--- src/rtl/pwr_seq_pkg.sv ---
package pwr_seq_pkg;
  typedef enum logic [2:0] {
    PS_NORMAL = 3'd0,
    PS_HALT   = 3'd1,
    PS_QUICK  = 3'd2,
    PS_SNOOP  = 3'd3,
    PS_DEEP   = 3'd4,
    PS_DEEPER = 3'd5
  } pwrState_e;

  localparam int NUM_STATES = 6;

  typedef struct packed {
    logic loadCnt;
    logic clrCnt;
    logic decCnt;
    logic saveQs;
    logic saveHalt;
    logic setErr;
  } seqStrobe_t;
endpackage

--- src/rtl/pwr_seq_dp.sv ---
module pwr_seq_dp
  import pwr_seq_pkg::*;
#(
  parameter int RELOCK_CYCLES = 1500,
  parameter int CNT_W = 11
) (
  input  logic       clk,
  input  logic       rst,
  input  seqStrobe_t strobe,
  output logic       cntOne,
  output logic       relocking,
  output logic       retQs,
  output logic       errFlag
);
  logic [CNT_W-1:0] relockCnt;

  always_ff @(posedge clk) begin
    if (rst) begin
      relockCnt <= '0;
    end else if (strobe.clrCnt) begin
      relockCnt <= '0;
    end else if (strobe.loadCnt) begin
      relockCnt <= CNT_W'(RELOCK_CYCLES);
    end else if (strobe.decCnt && relockCnt != '0) begin
      relockCnt <= relockCnt - 1'b1;
    end
  end

  always_ff @(posedge clk) begin
    if (rst) begin
      retQs   <= 1'b0;
      errFlag <= 1'b0;
    end else begin
      if (strobe.saveQs) retQs <= 1'b1;
      else if (strobe.saveHalt) retQs <= 1'b0;
      if (strobe.setErr) errFlag <= 1'b1;
    end
  end

  assign relocking = (relockCnt != '0);
  assign cntOne    = (relockCnt == CNT_W'(1));
endmodule

--- src/rtl/pwr_seq_ctrl.sv ---
module pwr_seq_ctrl
  import pwr_seq_pkg::*;
(
  input  logic       clk,
  input  logic       rst,
  input  logic       haltReq,
  input  logic       quickReq,
  input  logic       snoopReq,
  input  logic       snoopDone,
  input  logic       busClkRun,
  input  logic       deepSleepN,
  input  logic       lowVoltOk,
  input  logic       cntOne,
  input  logic       relocking,
  input  logic       retQs,
  output seqStrobe_t strobe,
  output logic [NUM_STATES-1:0] stateOneHot,
  output logic       snoopOk,
  output logic       coreClkEn,
  output logic       vrLowReq
);
  pwrState_e curState, nxtState;
  logic anyTrig, bothTrig;

  assign anyTrig  = !busClkRun || !deepSleepN;
  assign bothTrig = !busClkRun && !deepSleepN;

  always_ff @(posedge clk) begin
    if (rst) curState <= PS_NORMAL;
    else     curState <= nxtState;
  end

  always_comb begin
    nxtState = curState;
    strobe   = '0;
    case (curState)
      PS_NORMAL: begin
        if (quickReq)     nxtState = PS_QUICK;
        else if (haltReq) nxtState = PS_HALT;
      end
      PS_HALT: begin
        if (snoopReq) begin
          nxtState        = PS_SNOOP;
          strobe.saveHalt = 1'b1;
        end else if (!haltReq) begin
          nxtState = PS_NORMAL;
        end
      end
      PS_QUICK: begin
        if (snoopReq) begin
          nxtState      = PS_SNOOP;
          strobe.saveQs = 1'b1;
        end else if (bothTrig) begin
          strobe.setErr = 1'b1;
        end else if (anyTrig) begin
          nxtState = PS_DEEP;
        end else if (!quickReq) begin
          nxtState = PS_NORMAL;
        end
      end
      PS_SNOOP: begin
        if (retQs && anyTrig) strobe.setErr = 1'b1;
        if (snoopDone) nxtState = retQs ? PS_QUICK : PS_HALT;
      end
      PS_DEEP: begin
        if (snoopReq) strobe.setErr = 1'b1;
        if (relocking) begin
          if (anyTrig) begin
            strobe.clrCnt = 1'b1;
          end else begin
            strobe.decCnt = 1'b1;
            if (cntOne) nxtState = PS_QUICK;
          end
        end else if (!anyTrig) begin
          strobe.loadCnt = 1'b1;
        end else if (lowVoltOk) begin
          nxtState = PS_DEEPER;
        end
      end
      PS_DEEPER: begin
        if (snoopReq) strobe.setErr = 1'b1;
        if (!lowVoltOk) nxtState = PS_DEEP;
      end
      default: nxtState = PS_NORMAL;
    endcase
  end

  for (genvar i = 0; i < NUM_STATES; i++) begin : g_onehot
    assign stateOneHot[i] = (curState == pwrState_e'(i));
  end

  assign coreClkEn = (curState == PS_NORMAL);
  assign snoopOk   = !(curState == PS_DEEP || curState == PS_DEEPER);
  assign vrLowReq  = anyTrig &&
                     ((curState == PS_DEEP && !relocking) || curState == PS_DEEPER);
endmodule

--- src/rtl/pwr_state_seq.sv ---
module pwr_state_seq
  import pwr_seq_pkg::*;
#(
  parameter int RELOCK_CYCLES = 1500
) (
  input  logic       clk,
  input  logic       rst,
  input  logic       haltReq,
  input  logic       quickReq,
  input  logic       snoopReq,
  input  logic       snoopDone,
  input  logic       busClkRun,
  input  logic       deepSleepN,
  input  logic       lowVoltOk,
  output logic [5:0] stateOneHot,
  output logic       snoopOk,
  output logic       coreClkEn,
  output logic       vrLowReq,
  output logic       errFlag
);
  localparam int CNT_W = $clog2(RELOCK_CYCLES + 1);

  seqStrobe_t strobe;
  logic cntOne, relocking, retQs;

  pwr_seq_ctrl u_ctrl (
    .clk(clk), .rst(rst),
    .haltReq(haltReq), .quickReq(quickReq),
    .snoopReq(snoopReq), .snoopDone(snoopDone),
    .busClkRun(busClkRun), .deepSleepN(deepSleepN), .lowVoltOk(lowVoltOk),
    .cntOne(cntOne), .relocking(relocking), .retQs(retQs),
    .strobe(strobe), .stateOneHot(stateOneHot),
    .snoopOk(snoopOk), .coreClkEn(coreClkEn), .vrLowReq(vrLowReq)
  );

  pwr_seq_dp #(.RELOCK_CYCLES(RELOCK_CYCLES), .CNT_W(CNT_W)) u_dp (
    .clk(clk), .rst(rst), .strobe(strobe),
    .cntOne(cntOne), .relocking(relocking), .retQs(retQs), .errFlag(errFlag)
  );
endmodule

--- config.mk ---
export PLATFORM = sky130hd
export DESIGN_NAME = pwr_state_seq
export DESIGN_NICKNAME = d
export VERILOG_FILES = /design/src/rtl/pwr_seq_pkg.sv /design/src/rtl/pwr_seq_dp.sv /design/src/rtl/pwr_seq_ctrl.sv /design/src/rtl/pwr_state_seq.sv
export SDC_FILE = /design/constraint.sdc
export NUM_CORES = 1
export LEC_CHECK = 0
export BUFFER_PORTS_ARGS = -buffer_cell sky130_fd_sc_hd__clkbuf_2
export CAP_MARGIN = 20
export CELL_PAD_IN_SITES_DETAIL_PLACEMENT = 2
export CELL_PAD_IN_SITES_GLOBAL_PLACEMENT = 2
export CORE_MARGIN = 2
export CORE_UTILIZATION = 25
export CTS_BUF_LIST = sky130_fd_sc_hd__clkbuf_8
export CTS_CLUSTER_DIAMETER = 150
export CTS_CLUSTER_SIZE = 8
export DETAILED_ROUTE_END_ITERATION = 8
export PLACE_DENSITY = 0.63
export SETUP_SLACK_MARGIN = 0.1
export SLEW_MARGIN = 20
export SYNTH_ARGS = -nofsm -noshare
export SYNTH_HDL_FRONTEND = slang
export SYNTH_SLANG_ARGS = --single-unit
export TNS_END_PERCENT = 100
--- constraint.sdc ---
create_clock -name clk -period 1.7 [get_ports clk]
set_input_delay 0.17 -clock clk [delete_from_list [all_inputs] [get_ports clk]]
set_output_delay 0.17 -clock clk [all_outputs]
set_load 0.01 [all_outputs]
# Word-level counts from Yosys, hierarchy flattened
# Index checks and enable logic that the tools add are counted.
dict set report op_classes {
  n_reduce_logical 20
  eq_ne 16
  addsub 1
  mux 33
}
# cell n
set op_table {}
lappend op_table {{$mux 3} 16}
lappend op_table {{$mux 11} 2}
lappend op_table {{$pmux 3 s6} 1}
lappend op_table {{$ne 3x3->1 const B} 4}
lappend op_table {{$eq 11x1->1 const B} 1}
lappend op_table {{$mux 1} 11}
lappend op_table {{$reduce_bool 11->1} 1}
lappend op_table {{$sub 11x1->11 const B} 1}
lappend op_table {{$reduce_and 10->1} 1}
lappend op_table {{$eq 3x2->1 const B} 2}
lappend op_table {{$eq 3x3->1 const B} 2}
lappend op_table {{$ne 3x1->1 const B} 2}
lappend op_table {{$logic_and 1x1->1} 5}
lappend op_table {{$logic_not 1->1} 4}
lappend op_table {{$mux 2} 2}
lappend op_table {{$ne 2x2->1 const B} 2}
lappend op_table {{$ne 4x3->1 const B} 1}
lappend op_table {{$reduce_bool 2->1} 2}
lappend op_table {{$reduce_or 2->1} 2}
lappend op_table {{$eq 3x1->1 const B} 1}
lappend op_table {{$logic_not 3->1} 1}
lappend op_table {{$logic_or 1x1->1} 3}
lappend op_table {{$ne 3x2->1 const B} 1}
lappend op_table {{$pmux 1 s3} 1}
lappend op_table {{$reduce_or 3->1} 1}
dict set report word_totals {
  elab_cells 75
  ff_bits 16
  inputBits 9
  output_inout_bits 10
}

# Longest topological paths before layout
# Gate-level depths: netlist (run 1).
dict set report depth {
  word_depth 8
  depth_mapped 8
  depth_no_buf 7
}

# Modules after synthesis
# From an unflattened synthesis (run 1), not the netlist that was laid out.
dict set report unflattened {
  hier_cells 140
  hier_area_um2 1188.6
}
# module cells_per_inst n_inst area_each_um2
set by_module_without_submodules {}
lappend by_module_without_submodules {pwr_seq_dp 74 1 696.9}
lappend by_module_without_submodules {pwr_seq_ctrl 66 1 491.7}

# Worst setup path before layout (run 1)
# OpenSTA, ideal clock, no wires.
dict set report synth_timing {
  path_type {register -> register}
  from {register u_dp.relockCnt[0]}
  to {register u_ctrl.curState[0]}
  t_required_ns 1.608
  path_stages_with_launch 8
  arrival_ns 1.728
  synth_period_minus_slack_ns 1.820
  path_buffers 0
  path_slack_ns -0.120
  cell_sequence {dfxtp_1 > inv_1 > ha_1 > and2b_2 > nand4_2 > a2111oi_4 > nand4_1 > o32ai_1}
}
dict set report synth_between {
  elab_chain_cells 3
  word_cells_on_any_way 9
  classes_between {eq/ne: 5; mux: 2; reduce/logical: 2}
}
# element line_no
set synth_lines {}
lappend synth_lines {{from (decl)} pwr_seq_dp.sv:15} ;# logic [CNT_W-1:0] relockCnt;
lappend synth_lines {{from (signal assigned)} pwr_seq_dp.sv:23} ;# relockCnt <= CNT_W'(RELOCK_CYCLES);
lappend synth_lines {{from (signal assigned)} pwr_seq_dp.sv:25} ;# relockCnt <= relockCnt - 1'b1;
lappend synth_lines {{$eq 11x1->1 / $reduce_bool 11->1 (equally long branches)} {pwr_seq_dp.sv:41, pwr_seq_dp.sv:40}}
lappend synth_lines {{$ne 3x1->1 (no source line), or another cell as far along} n/a}
lappend synth_lines {{$reduce_and 10->1 (no source line) / $pmux 3 s6 (equally long branches)} n/a}
lappend synth_lines {{to (signal assigned)} pwr_seq_ctrl.sv:30} ;# else curState <= nxtState;
lappend synth_lines {{to (decl)} pwr_seq_ctrl.sv:22} ;# pwrState_e curState, nxtState;
# Parallel ways exist; a longest one is shown, timed or not.
# A chain may end at the register's enable or synchronous reset.

# Final worst setup path (run 1)
dict set report layout_timing {
  from {register u_dp.relockCnt[0]}
  to {register u_ctrl.curState[1]}
}
# The elaborated chain is that of the path after synthesis.

==> key figures, run 1 <==
Synth
  – Cell variety after synth: 46
  – Synthesized Nets: 159
  – Main synth FF type: dfxtp_1
  – Leading area contributor after synthesis: dfxtp_1
  – Number of flops mapped to enable cells by yosys: 0
  – Post-synthesis sequential area ratio: 27.1%
  – Synth top area share: 27.1%
  – Post-synthesis instance area: 1180 sq um
  – Syn avg cell area: 8.15 sq um
  – Largest cells by area after synthesis: dfxtp_1 27%, ha_1 5.3%, nor2_1 4.8%, a21oi_1 4.7%, nor3_1 4.7%
  – Synth warnings: 0
  – Asr flop ratio synth: 0%
  – Post-synthesis cell count: 145
  – Flop and latch count out of synthesis: 16

Cells and area
  – Sequential cell area: 334 sq um
  – Footprint of the multi-input gates: 966 sq um
  – Post-layout util: 40.8%
  – N_diodes: 0
  – Layout cell share with drive strength beyond 1: 56.7%
  – Fillers: 535
  – Synthesis-to-layout area growth: 60.0%
  – Finished Cell Area: 1890 sq um
  – Nets: 219

Critical path
  – Crit path max fanout: 3
  – CP required: 1.84 ns
  – R2R Setup Slk: -0.13 ns
  – CP endpoint kind: flip-flop
  – FF-to-FF path depth: 8
  – Crit Path Class: flip-flop to flip-flop
  – Worst R2R Start: u_dp.relockCnt[0]$_SDFFE_PP0P_
  – FF-to-FF End: u_ctrl.curState[1]$_SDFFE_PP0P_
  – Crit path DAT: 1.97 ns
  – Startpoint types: flip-flop

Detailed routing
  – Drt drc: 0
  – Routed wire length: 4740 um
  – Detailed Route Iter0 Violations: 63
  – Vias: 1,359
  – Final ANT Viol Nets: 0
  – Drt first pass iters: 4
  – Vias per cell: 5.29
  – Wire per inst: 18.4 um

STA
  – Final setup violation count: 8
  – Slew HR: 76.7%
  – Crit path time final: 1.83 ns
  – Final hold vios: 0
  – Period utilization: 107%
  – RSZ-0062 raised after global routing: true
  – Worst Hold Slack: 0.227 ns
  – Worst Tran Pin Value: 0.348 ns
  – Layout Skew: 0.000590 ns
  – Max Freq: 548 MHz
  – Setup ws final: -0.126 ns
  – Max-slew violations: 0

Outcome
  – Failing checks: setup timing
  – Status: finished with violations

Floorplanning
  – I/O pin total: 19
  – Die area: 5290 sq um
  – Row Count: 25
  – Die width: 72.7 um
  – Placeable Area: 4630 sq um
  – Initial cell density of the core: 25.5%
  – Die Height: 72.7 um

GRT
  – Global-route wire length before repair: 7420 um
  – Number of antenna violations at the first check in global routing: 0
  – Gr usage total: 18.6%
  – Overflow after GRT: 0
  – Largest net degree at the start of global routing: 11
  – Vias in the first global route: 1,490

Power and ir drop
  – Power share of the sequential group: 25.9%
  – Leakage power: 0.000787 uW
  – Power Dens Cells: 1050 nW/um^2
  – Worst VDD drop: 471 uV
  – Net Sw Power: 780 uW
  – Sw Ratio: 39.3%
  – Total internal power: 1200 uW
  – Clock power frac: 14.7%
  – Overall Power: 1980 uW
  – Logic pwr share: 59.3%

Clock network
  – Inserted Clock Buffers: 3
  – Clk sinks: 16
  – Clock buffer depth: 2
  – Clock latency on the worst-skew pair: 0.25 ns
  – Clock slew at the register clock pins of the worst setup and hold paths: 0.06 ns
  – TritonCTS clock tree: built
  – H-tree levels: 1
  – CTS hold repair buffers: 0
  – CTS root buffer: clkbuf_8

Worst hold path
  – Hold Crit Depth: 2
  – Hold Crit Class: primary input to flip-flop
  – Hold Crit Start: rst
  – Hold endpoint: u_dp.errFlag$_SDFFE_PP0P_

Placement
  – Placed Area: 1570 sq um
  – Input/output buffers: 18
  – Detail Placement HPWL: 3410 um
  – Final Wtd Congestion: 0.799

Flow run
  – Maxcap violations: 0
## synth_stat cells (all sizes together) (5+ instances only)
cell type	count
a21oi	11
buf	5
dfxtp	16
ha	5
nand2	7
nand3	6
nor2	15
nor3	11
o21ai	6
## what timing repair did
action	CTS	global route
endpoints found under the setup margin	20	19
gates resized for setup	33	18
setup buffers	5	6
pin swaps	8	5
## worst max path at each step
| stage | to | startpoint | depth (start not counted) | slack [ns] |
|---|---|---|---|---|
| 4_1_cts | u_ctrl.curState[0]$_SDFFE_PP0P_ | u_dp.relockCnt[0]$_SDFFE_PP0P_ | 7 | -0.09 |
| 5_1_grt | u_ctrl.curState[0]$_SDFFE_PP0P_ | u_dp.relockCnt[0]$_SDFFE_PP0P_ | 7 | -0.27 |
| 3_5_place_dp | u_ctrl.curState[1]$_SDFFE_PP0P_ | u_ctrl.curState[0]$_SDFFE_PP0P_ | 7 | -0.12 |
| 2_1_floorplan | u_ctrl.curState[0]$_SDFFE_PP0P_ | u_dp.relockCnt[0]$_SDFFE_PP0P_ | 7 | 0.005 |
| 3_3_place_gp | u_ctrl.curState[1]$_SDFFE_PP0P_ | u_ctrl.curState[1]$_SDFFE_PP0P_ | 7 | -0.11 |
| 6_report | u_ctrl.curState[1]$_SDFFE_PP0P_ | u_dp.relockCnt[0]$_SDFFE_PP0P_ | 8 | -0.13 |
## flip-flops by register name, indices dropped and copies added (netlist names)
signal           flops
u_dp.relockCnt      11
u_ctrl.curState      3
u_dp.errFlag         1
u_dp.retQs           1
## cell usage in the layout (no fill, tap or decap), types with 4 or more instances in the layout
master and count:
ha_1 4, a21oi_1 9, dfxtp_2 5, nor3_1 4
buf_4 38, dfxtp_1 9, nand2b_1 4, nor2_1 11
nand2_1 7, nor3_2 6, clkbuf_2 18, nand3_1 4
buf_6 8
## cell families (layout without fill, tap and decap cells)
kind of cell,count (synthesis),in the layout,synth area share [%]
muxes,1,1,0.847
buffers and inverters,13,71,6.25
xor gates and xnor gates,4,4,2.97
DFF,16,16,27.1
adders and majority gates,5,5,5.30
and+or+nand+nor,73,73,37.4
AOI/OAI and AO/OA,33,33,20.1
## through the flow
step                      instances  TNS (ns)  setup slack [ns]
after detailed placement        243    -0.680            -0.125
after global placement          243    -0.406            -0.114
final                           257    -0.609            -0.126
after floorplan                 145         0           0.00537
after CTS                       251    -0.378           -0.0897
after global routing            257     -1.90            -0.274
## cell type report
class                           count  area share, %
Clock buffer                        3           2.19
Inverter                            4          0.795
Multi-Input combinational cell    116           51.1
Sequential cell                    16           17.7
Tap cell                           54           3.58
Timing Repair Buffer               64           24.6
## worst max-delay path: stages (launching register included)
cell       delay [ns]
dfxtp_2          0.34
inv_2            0.05
ha_4             0.16
and2b_2          0.23
nand4_4          0.11
a2111oi_4        0.44
buf_4            0.19
nor3_1           0.04
o21bai_1         0.15
## power groups by stage
stage	clock (uW)	sequential [uW]	combinational [uW]
global placement	0	505	858
finish	292	514	1180
CTS	314	517	1020
detailed placement	0	513	892
floorplan	0	482	548
global route	323	521	1280
## routing by layer
layer  wire length [um]  vias to the layer above  GRT usage (%)
met1               2020                      686           21.5
met5                  0                        -              0
met2               2540                       16           34.2
li1                   -                      651              -
met4                 55                        0           6.58
met3                121                        6           3.31
No activity file was read; power rests on OpenSTA's default activity.
==> inputs of run 2 (changes only) <==
--- a/config.mk
+++ b/config.mk
@@ -12,3 +12,3 @@
 export CORE_MARGIN = 2
-export CORE_UTILIZATION = 25
+export CORE_UTILIZATION = 34
 export CTS_BUF_LIST = sky130_fd_sc_hd__clkbuf_8
@@ -17,3 +17,3 @@
 export DETAILED_ROUTE_END_ITERATION = 8
-export PLACE_DENSITY = 0.63
+export PLACE_DENSITY = 0.79
 export SETUP_SLACK_MARGIN = 0.1
==> constraint.sdc (replaced) <==
create_clock -name clk -period 1.95 [get_ports clk]
set_input_delay 0.195 -clock clk [delete_from_list [all_inputs] [get_ports clk]]
set_output_delay 0.195 -clock clk [all_outputs]
set_load 0.05 [all_outputs]
==> run 2 against run 1 <==
  * The flow still finishes with violations (setup timing)
  * Worst hold slack gained 0.041 ns
  * Die area is 25% lower
  * Maximum frequency is 8.2% lower
  * Sequential cell count unchanged
  * First-iteration DRC count fell by 51%
  * Register-to-register slack gained 0.09 ns
  * Routed wire length rose by 8.0%
  * Worst setup slack improved by 0.087 ns
  * Clock-buffer cell count grew 1
  * Design area fell by 16%
  * Critical endpoint unchanged
  * Highest routed layer unchanged
==> key figures, run 2 (same netlist as run 1, synthesis figures left out) <==
Outcome
  – Status: finished with violations (unchanged)
  – Failing checks: setup timing (unchanged)

STA
  – RSZ-0062 raised after global routing: true (unchanged)
  – Max Freq: 503 MHz (was 548 MHz)
  – Final hold vios: 0 (unchanged)
  – Period utilization: 102% (was 107%)
  – Crit path time final: 1.99 ns (was 1.83 ns)
  – Layout Skew: 0.00262 ns (was 0.000590 ns)
  – Slew HR: 66.0% (was 76.7%)
  – Setup ws final: -0.0389 ns (was -0.126 ns)
  – Max-slew violations: 0 (unchanged)
  – Worst Hold Slack: 0.267 ns (was 0.227 ns)
  – Final setup violation count: 1 (was 8)
  – Worst Tran Pin Value: 0.504 ns (was 0.348 ns)

Critical path
  – Crit path DAT: 2.18 ns (was 1.97 ns)
  – CP endpoint kind: flip-flop (unchanged)
  – Startpoint types: flip-flop (unchanged)
  – Crit-path cells: buf_4, nor4b_1, o21a_1, a2111oi_4, buf_4, nor3_1, o21bai_1 (was inv_2, ha_4, and2b_2, nand4_4, a2111oi_4, buf_4, nor3_1, o21bai_1)
  – R2R Setup Slk: -0.04 ns (was -0.13 ns)
  – Worst path most repeated cell: buf_4
  – CP required: 2.14 ns (was 1.84 ns)
  – FF-to-FF End: u_ctrl.curState[1]$_SDFFE_PP0P_ (unchanged)
  – Slowest-stage cell, CP: nor4b_1 (was a2111oi_4)
  – Crit path max fanout: 6 (was 3)
  – FF-to-FF path depth: 7 (was 8)
  – CP max stage delay: 0.49 ns (was 0.44 ns)
  – Crit Path Class: flip-flop to flip-flop (unchanged)
  – CP bufs+invs: 2 (unchanged)
  – Critical path's top delay family: simple AND/OR/NAND/NOR gates (was compound AO/OA/AOI/OAI gates)
  – Worst R2R Start: u_ctrl.curState[0]$_SDFFE_PP0P_ (was u_dp.relockCnt[0]$_SDFFE_PP0P_)

Power and ir drop
  – Logic pwr share: 55.6% (was 59.3%)
  – Net Sw Power: 876 uW (was 780 uW)
  – Power share of the sequential group: 26.5% (was 25.9%)
  – Total internal power: 905 uW (was 1200 uW)
  – Sw Ratio: 49.2% (was 39.3%)
  – Worst VDD drop: 711 uV (was 471 uV)
  – Clock power frac: 17.9% (was 14.7%)
  – Overall Power: 1780 uW (was 1980 uW)
  – Leakage power: 0.000626 uW (was 0.000787 uW)
  – Power Dens Cells: 1130 nW/um^2 (was 1050 nW/um^2)

GRT
  – Gr busiest metal: met2 (unchanged)
  – Global-route wire length before repair: 7090 um (was 7420 um)
  – Number of antenna violations at the first check in global routing: 0 (unchanged)
  – Met1 GRT Util: 28.5% (was 21.5%)
  – Largest net degree at the start of global routing: 16 (was 11)
  – Vias in the first global route: 1,399 (was 1,490)
  – Global routing usage on met3: 4.14% (was 3.31%)
  – Overflow after GRT: 0 (unchanged)
  – Gr usage total: 23.5% (was 18.6%)
  – Met2 Track Usage GR: 41.8% (was 34.2%)

Cells and area
  – Layout cell share with drive strength beyond 1: 40.8% (was 56.7%)
  – Commonest non-fill, non-tap cell in the layout: clkbuf_2 (was buf_4)
  – Most frequent cells in the layout: 17 x clkbuf_2, 16 x buf_4, 13 x nor2_1 (was 38 x buf_4, 18 x clkbuf_2, 11 x nor2_1)
  – Synthesis-to-layout area growth: 33.9% (was 60.0%)
  – N_diodes: 0 (unchanged)
  – Largest Register: u_dp.relockCnt (unchanged)
  – Top flop regs: u_dp.relockCnt (11), u_ctrl.curState (3) (unchanged)
  – Largest register FFs: 11 (unchanged)
  – Nets: 189 (was 219)

Detailed routing
  – Vias: 1,307 (was 1,359)
  – Drt drc: 0 (unchanged)
  – Final ANT Viol Nets: 0 (unchanged)
  – Drt first pass iters: 4 (unchanged)
  – Routed wire length: 5120 um (was 4740 um)
  – Detailed Route Iter0 Violations: 31 (was 63)
  – Wire per inst: 23.3 um (was 18.4 um)
  – Vias per cell: 5.94 (was 5.29)

Floorplanning
  – Die area: 3960 sq um (was 5290 sq um)
  – Die Height: 62.9 um (was 72.7 um)
  – Die width: 62.9 um (was 72.7 um)
  – Initial cell density of the core: 35.4% (was 25.5%)
  – Row Count: 21 (was 25)
  – Placeable Area: 3340 sq um (was 4630 sq um)
  – I/O pin total: 19 (unchanged)

Clock network
  – Clock latency on the worst-skew pair: 0.26 ns (was 0.25 ns)
  – CTS root buffer: clkbuf_8 (unchanged)
  – CTS hold repair buffers: 0 (unchanged)
  – Clk sinks: 16 (unchanged)
  – Clock buffer depth: 2 (unchanged)
  – Clock slew at the register clock pins of the worst setup and hold paths: 0.07 ns (was 0.06 ns)
  – H-tree levels: 1 (unchanged)
  – TritonCTS clock tree: built (unchanged)
  – Inserted Clock Buffers: 3 (unchanged)

Worst hold path
  – Hold Crit Start: rst (unchanged)
  – Hold Crit Class: primary input to flip-flop (unchanged)
  – Hold endpoint: u_dp.errFlag$_SDFFE_PP0P_ (unchanged)
  – Hold Crit Depth: 2 (unchanged)

Placement
  – Input/output buffers: 18 (unchanged)
  – Detail Placement HPWL: 3030 um (was 3410 um)
  – Pre-CTS setup slack: -0.0243 ns (was -0.125 ns)
  – Final Wtd Congestion: 0.813 (was 0.799)

Flow run
  – Maxcap violations: 0 (unchanged)
run 2: cell types whose count changed in the layout (fill, tap and decap cells not counted), moves of 3 or more:
cell     delta
buf_4      -22
buf_6       -8
dfxtp_1     +3
dfxtp_2     -3
run 2: routing by layer:
layer / routed length (um) / vias to the layer above
met5: 0 / -
met4: 101 / 0
met3: 115 / 8
met2: 2660 / 25
met1: 2240 / 683
li1: - / 591
run 2: worst max-delay path by stage:
stage	startpoint	end	slack, ns	cells after the start
after global placement	u_dp.relockCnt[1]$_SDFFE_PP0P_	u_ctrl.curState[2]$_SDFFE_PP0P_	0.10	7
after floorplan	u_ctrl.curState[1]$_SDFFE_PP0P_	u_dp.relockCnt[10]$_SDFFE_PP0P_	0.07	5
after CTS	u_dp.relockCnt[1]$_SDFFE_PP0P_	vrLowReq	0.05	7
final	u_ctrl.curState[0]$_SDFFE_PP0P_	u_ctrl.curState[1]$_SDFFE_PP0P_	-0.04	7
after detailed placement	u_dp.relockCnt[1]$_SDFFE_PP0P_	u_dp.relockCnt[9]$_SDFFE_PP0P_	-0.02	8
after global routing	u_ctrl.curState[0]$_SDFFE_PP0P_	u_ctrl.curState[1]$_SDFFE_PP0P_	-0.09	7
run 2: layout make-up:
class | count | area (sq um)
clock buffers | 4 | 55.1
multi-input cells | 116 | 901
well taps | 46 | 57.6
repair buffers | 34 | 220
flip-flops and latches | 16 | 330
fillers | 380 | 1760
inverters | 4 | 17.5
run 2: repair_timing:
action	CTS	global route
pin swaps	4	2
setup buffers	3	4
setup endpoints to repair	10	15
gates resized for setup	11	13
run 2: stage by stage:
stage | setup TNS (ns) | util, % | instance area (sq um) | instances
6_report | -0.0389 | 47.4 | 1580 | 220
5_1_grt | -0.171 | 47.4 | 1580 | 220
4_1_cts | 0 | 44.8 | 1490 | 216
3_5_place_dp | -0.0318 | 41.4 | 1380 | 209
3_3_place_gp | 0 | 41.4 | 1380 | 209
2_1_floorplan | 0 | - | 1230 | 145
run 2: power by group through the flow:
stage | registers, uW | clock network (uW) | logic (uW)
after floorplan | 428 | 0 | 702
after global placement | 468 | 0 | 835
final | 472 | 319 | 989
after global routing | 482 | 342 | 1040
after CTS | 468 | 316 | 892
after detailed placement | 474 | 0 | 861
==> inputs of run 3 (changes only) <==
- REMOVE_ABC_BUFFERS: default -> 1
==> run 3 against run 2 <==
  * The flow now finishes without violations
  * Worst setup slack better by 0.044 ns
  * Die area is the same
  * Highest routed layer unchanged
  * Critical path depth is 1 higher
  * Clock power rose by 3%
  * Total power rose by 11%
  * Routed wire length increased by 22%
  * Via count is 6.9% higher
  * Global-route usage shrank 1.8 points
  * Sequential cell count unchanged
  * First-iteration DRC count grew to 3.0 times the previous value
==> key figures, run 3 (same netlist as run 1, synthesis figures left out) <==
Cells and area
  – Largest Register: u_dp.relockCnt (unchanged)
  – Most frequent cells in the layout: 26 x buf_4, 15 x nor2_1, 14 x clkbuf_2 (was 17 x clkbuf_2, 16 x buf_4, 13 x nor2_1)
  – Nets: 202 (was 189)
  – N_diodes: 0 (unchanged)
  – Non-filler cells, final: 233 (was 220)
  – Synthesis-to-layout area growth: 48.7% (was 33.9%)
  – Commonest non-fill, non-tap cell in the layout: buf_4 (was clkbuf_2)
  – Largest register FFs: 11 (unchanged)
  – Finished Cell Area: 1760 sq um (was 1580 sq um)
  – Top flop regs: u_dp.relockCnt (11), u_ctrl.curState (3) (unchanged)
  – Layout cell share with drive strength beyond 1: 50.3% (was 40.8%)

Floorplanning
  – Row Count: 21 (unchanged)
  – Die Height: 62.9 um (unchanged)
  – Die area: 3960 sq um (unchanged)
  – Placeable Area: 3340 sq um (unchanged)
  – Initial cell density of the core: 35.4% (unchanged)
  – I/O pin total: 19 (unchanged)
  – Die width: 62.9 um (unchanged)

Critical path
  – Crit path max fanout: 4 (was 6)
  – CP bufs+invs: 2 (unchanged)
  – Crit path DAT: 2.12 ns (was 2.18 ns)
  – CP max stage delay: 0.44 ns (was 0.49 ns)
  – Critical path's top delay family: compound AO/OA/AOI/OAI gates (was simple AND/OR/NAND/NOR gates)
  – Worst R2R Start: u_dp.relockCnt[1]$_SDFFE_PP0P_ (was u_ctrl.curState[0]$_SDFFE_PP0P_)
  – Crit Path Class: flip-flop to flip-flop (unchanged)
  – FF-to-FF End: u_ctrl.curState[2]$_SDFFE_PP0P_ (was u_ctrl.curState[1]$_SDFFE_PP0P_)
  – Crit-path cells: inv_2, ha_4, and2b_2, nand4_4, a2111oi_4, buf_4, nand3_4, mux2i_1 (was buf_4, nor4b_1, o21a_1, a2111oi_4, buf_4, nor3_1, o21bai_1)
  – Slowest-stage cell, CP: a2111oi_4 (was nor4b_1)
  – Startpoint types: flip-flop (unchanged)
  – FF-to-FF path depth: 8 (was 7)
  – CP endpoint kind: flip-flop (unchanged)
  – CP required: 2.13 ns (was 2.14 ns)
  – R2R Setup Slk: 0.005 ns (was -0.04 ns)

Clock network
  – Clock latency on the worst-skew pair: 0.27 ns (was 0.26 ns)
  – Inserted Clock Buffers: 3 (unchanged)
  – Clock slew at the register clock pins of the worst setup and hold paths: 0.08 ns (was 0.07 ns)
  – Clk sinks: 16 (unchanged)
  – CTS root buffer: clkbuf_8 (unchanged)
  – H-tree levels: 1 (unchanged)
  – Clock buffer depth: 2 (unchanged)
  – TritonCTS clock tree: built (unchanged)

Placement
  – Input/output buffers: 18 (unchanged)
  – Detail Placement HPWL: 2940 um (was 3030 um)
  – Final Wtd Congestion: 0.796 (was 0.813)
  – Placed Area: 1350 sq um (was 1380 sq um)
  – Dpl cells: 211 (was 209)

Detailed routing
  – Drt drc: 0 (unchanged)
  – Detailed Route Iter0 Violations: 93 (was 31)
  – Vias: 1,397 (was 1,307)
  – Final ANT Viol Nets: 0 (unchanged)
  – Drt first pass iters: 4 (unchanged)
  – Wire per inst: 26.7 um (was 23.3 um)
  – Routed wire length: 6230 um (was 5120 um)
  – Vias per cell: 6.00 (was 5.94)

GRT
  – Number of antenna violations at the first check in global routing: 0 (unchanged)
  – Vias in the first global route: 1,302 (was 1,399)
  – Gr usage total: 21.7% (was 23.5%)
  – Global-route wire length before repair: 6670 um (was 7090 um)
  – Largest net degree at the start of global routing: 12 (was 16)
  – Overflow after GRT: 0 (unchanged)

STA
  – Max-slew violations: 0 (unchanged)
  – Slew HR: 68.8% (was 66.0%)
  – RSZ-0062 raised after global routing: true (unchanged)
  – Worst Tran Pin Value: 0.466 ns (was 0.504 ns)
  – Layout Skew: 0.00215 ns (was 0.00262 ns)
  – Worst Hold Slack: 0.294 ns (was 0.267 ns)
  – Final hold vios: 0 (unchanged)
  – Max Freq: 514 MHz (was 503 MHz)
  – Final setup violation count: 0 (was 1)
  – Period utilization: 99.7% (was 102%)
  – Crit path time final: 1.95 ns (was 1.99 ns)
  – Setup_tns: 0 ns (was -0.0389 ns)

Outcome
  – Status: completed (was finished with violations)

Worst hold path
  – Hold Crit Start: rst (unchanged)
  – Hold Crit Depth: 2 (unchanged)
  – Hold Crit Class: primary input to flip-flop (unchanged)
  – Hold endpoint: u_dp.retQs$_SDFFE_PP0P_ (was u_dp.errFlag$_SDFFE_PP0P_)

Power and ir drop
  – Power Dens Cells: 1120 nW/um^2 (was 1130 nW/um^2)
  – Overall Power: 1970 uW (was 1780 uW)
  – Worst VDD drop: 636 uV (was 711 uV)
  – Leakage power: 0.000712 uW (was 0.000626 uW)

Flow run
  – Maxcap violations: 0 (unchanged)
[run 3: changes by cell type in the layout (fill, tap and decap cells not counted), moves of 3 or more]
cell	delta
clkbuf_2	-3
nor3_1	+3
buf_4	+10
nor3_2	-4
dfxtp_1	-6
dfxtp_2	+4
a311oi_2	+3
a311oi_1	-3
[run 3: worst max-delay path by stage]
stage / cells past startpoint / from / endpoint / slack (ns)
5_1_grt: 6 / u_dp.relockCnt[8]$_SDFFE_PP0P_ / u_ctrl.curState[2]$_SDFFE_PP0P_ / -0.09
3_5_place_dp: 7 / u_dp.relockCnt[1]$_SDFFE_PP0P_ / u_ctrl.curState[0]$_SDFFE_PP0P_ / -0.04
4_1_cts: 5 / u_dp.relockCnt[5]$_SDFFE_PP0P_ / vrLowReq / 0.02
6_report: 8 / u_dp.relockCnt[1]$_SDFFE_PP0P_ / u_ctrl.curState[2]$_SDFFE_PP0P_ / 0.005
3_3_place_gp: 7 / u_dp.relockCnt[1]$_SDFFE_PP0P_ / u_ctrl.curState[0]$_SDFFE_PP0P_ / 0.1
2_1_floorplan: 1 / u_ctrl.curState[0]$_SDFFE_PP0P_ / coreClkEn / -0.75
[run 3: layout make-up]
cell class | count | area, sq um
Sequential cell | 16 | 343
Clock buffer | 4 | 55.1
Fill cell | 359 | 1580
Inverter | 4 | 15.0
Multi-Input combinational cell | 116 | 941
Tap cell | 46 | 57.6
Timing Repair Buffer | 47 | 345
[run 3: per-layer routing]
metal,track usage (%),wire length (um)
met5,0,0
met4,7.78,173
met3,2.34,303
met2,38.2,3140
met1,27.3,2610
[run 3: report_power, final]
group / total [uW] / leakage, uW / switching [uW] / internal, uW
registers: 475 / 0.000135 / 101 / 373
clock network: 330 / 0.0000288 / 150 / 180
logic: 1170 / 0.000548 / 729 / 438
total: 1970 / 0.000712 / 981 / 991
[run 3: what timing repair did]
item                       4_1_cts  5_1_grt
setup buffers                    3       15
gates resized for setup         13       40
pin swaps                        4       18
setup endpoints to repair       11       15
hold buffers                     0        0
[run 3: worst register-to-register path, stage by stage (launching register included)]
cell and delay, ns:
dfxtp_2 0.37, inv_2 0.07, ha_4 0.18, and2b_2 0.24, nand4_4 0.09, a2111oi_4 0.44, buf_4 0.21, nand3_4 0.06
mux2i_1 0.19
[run 3: metrics by stage]
stage / utilization, % / setup slack, ns
final: 52.6 / 0.00488
after global routing: 52.6 / -0.0927
after CTS: 44.2 / 0.0173
after detailed placement: 40.5 / -0.0413
after global placement: 40.5 / 0.0973
after floorplan: - / -0.751
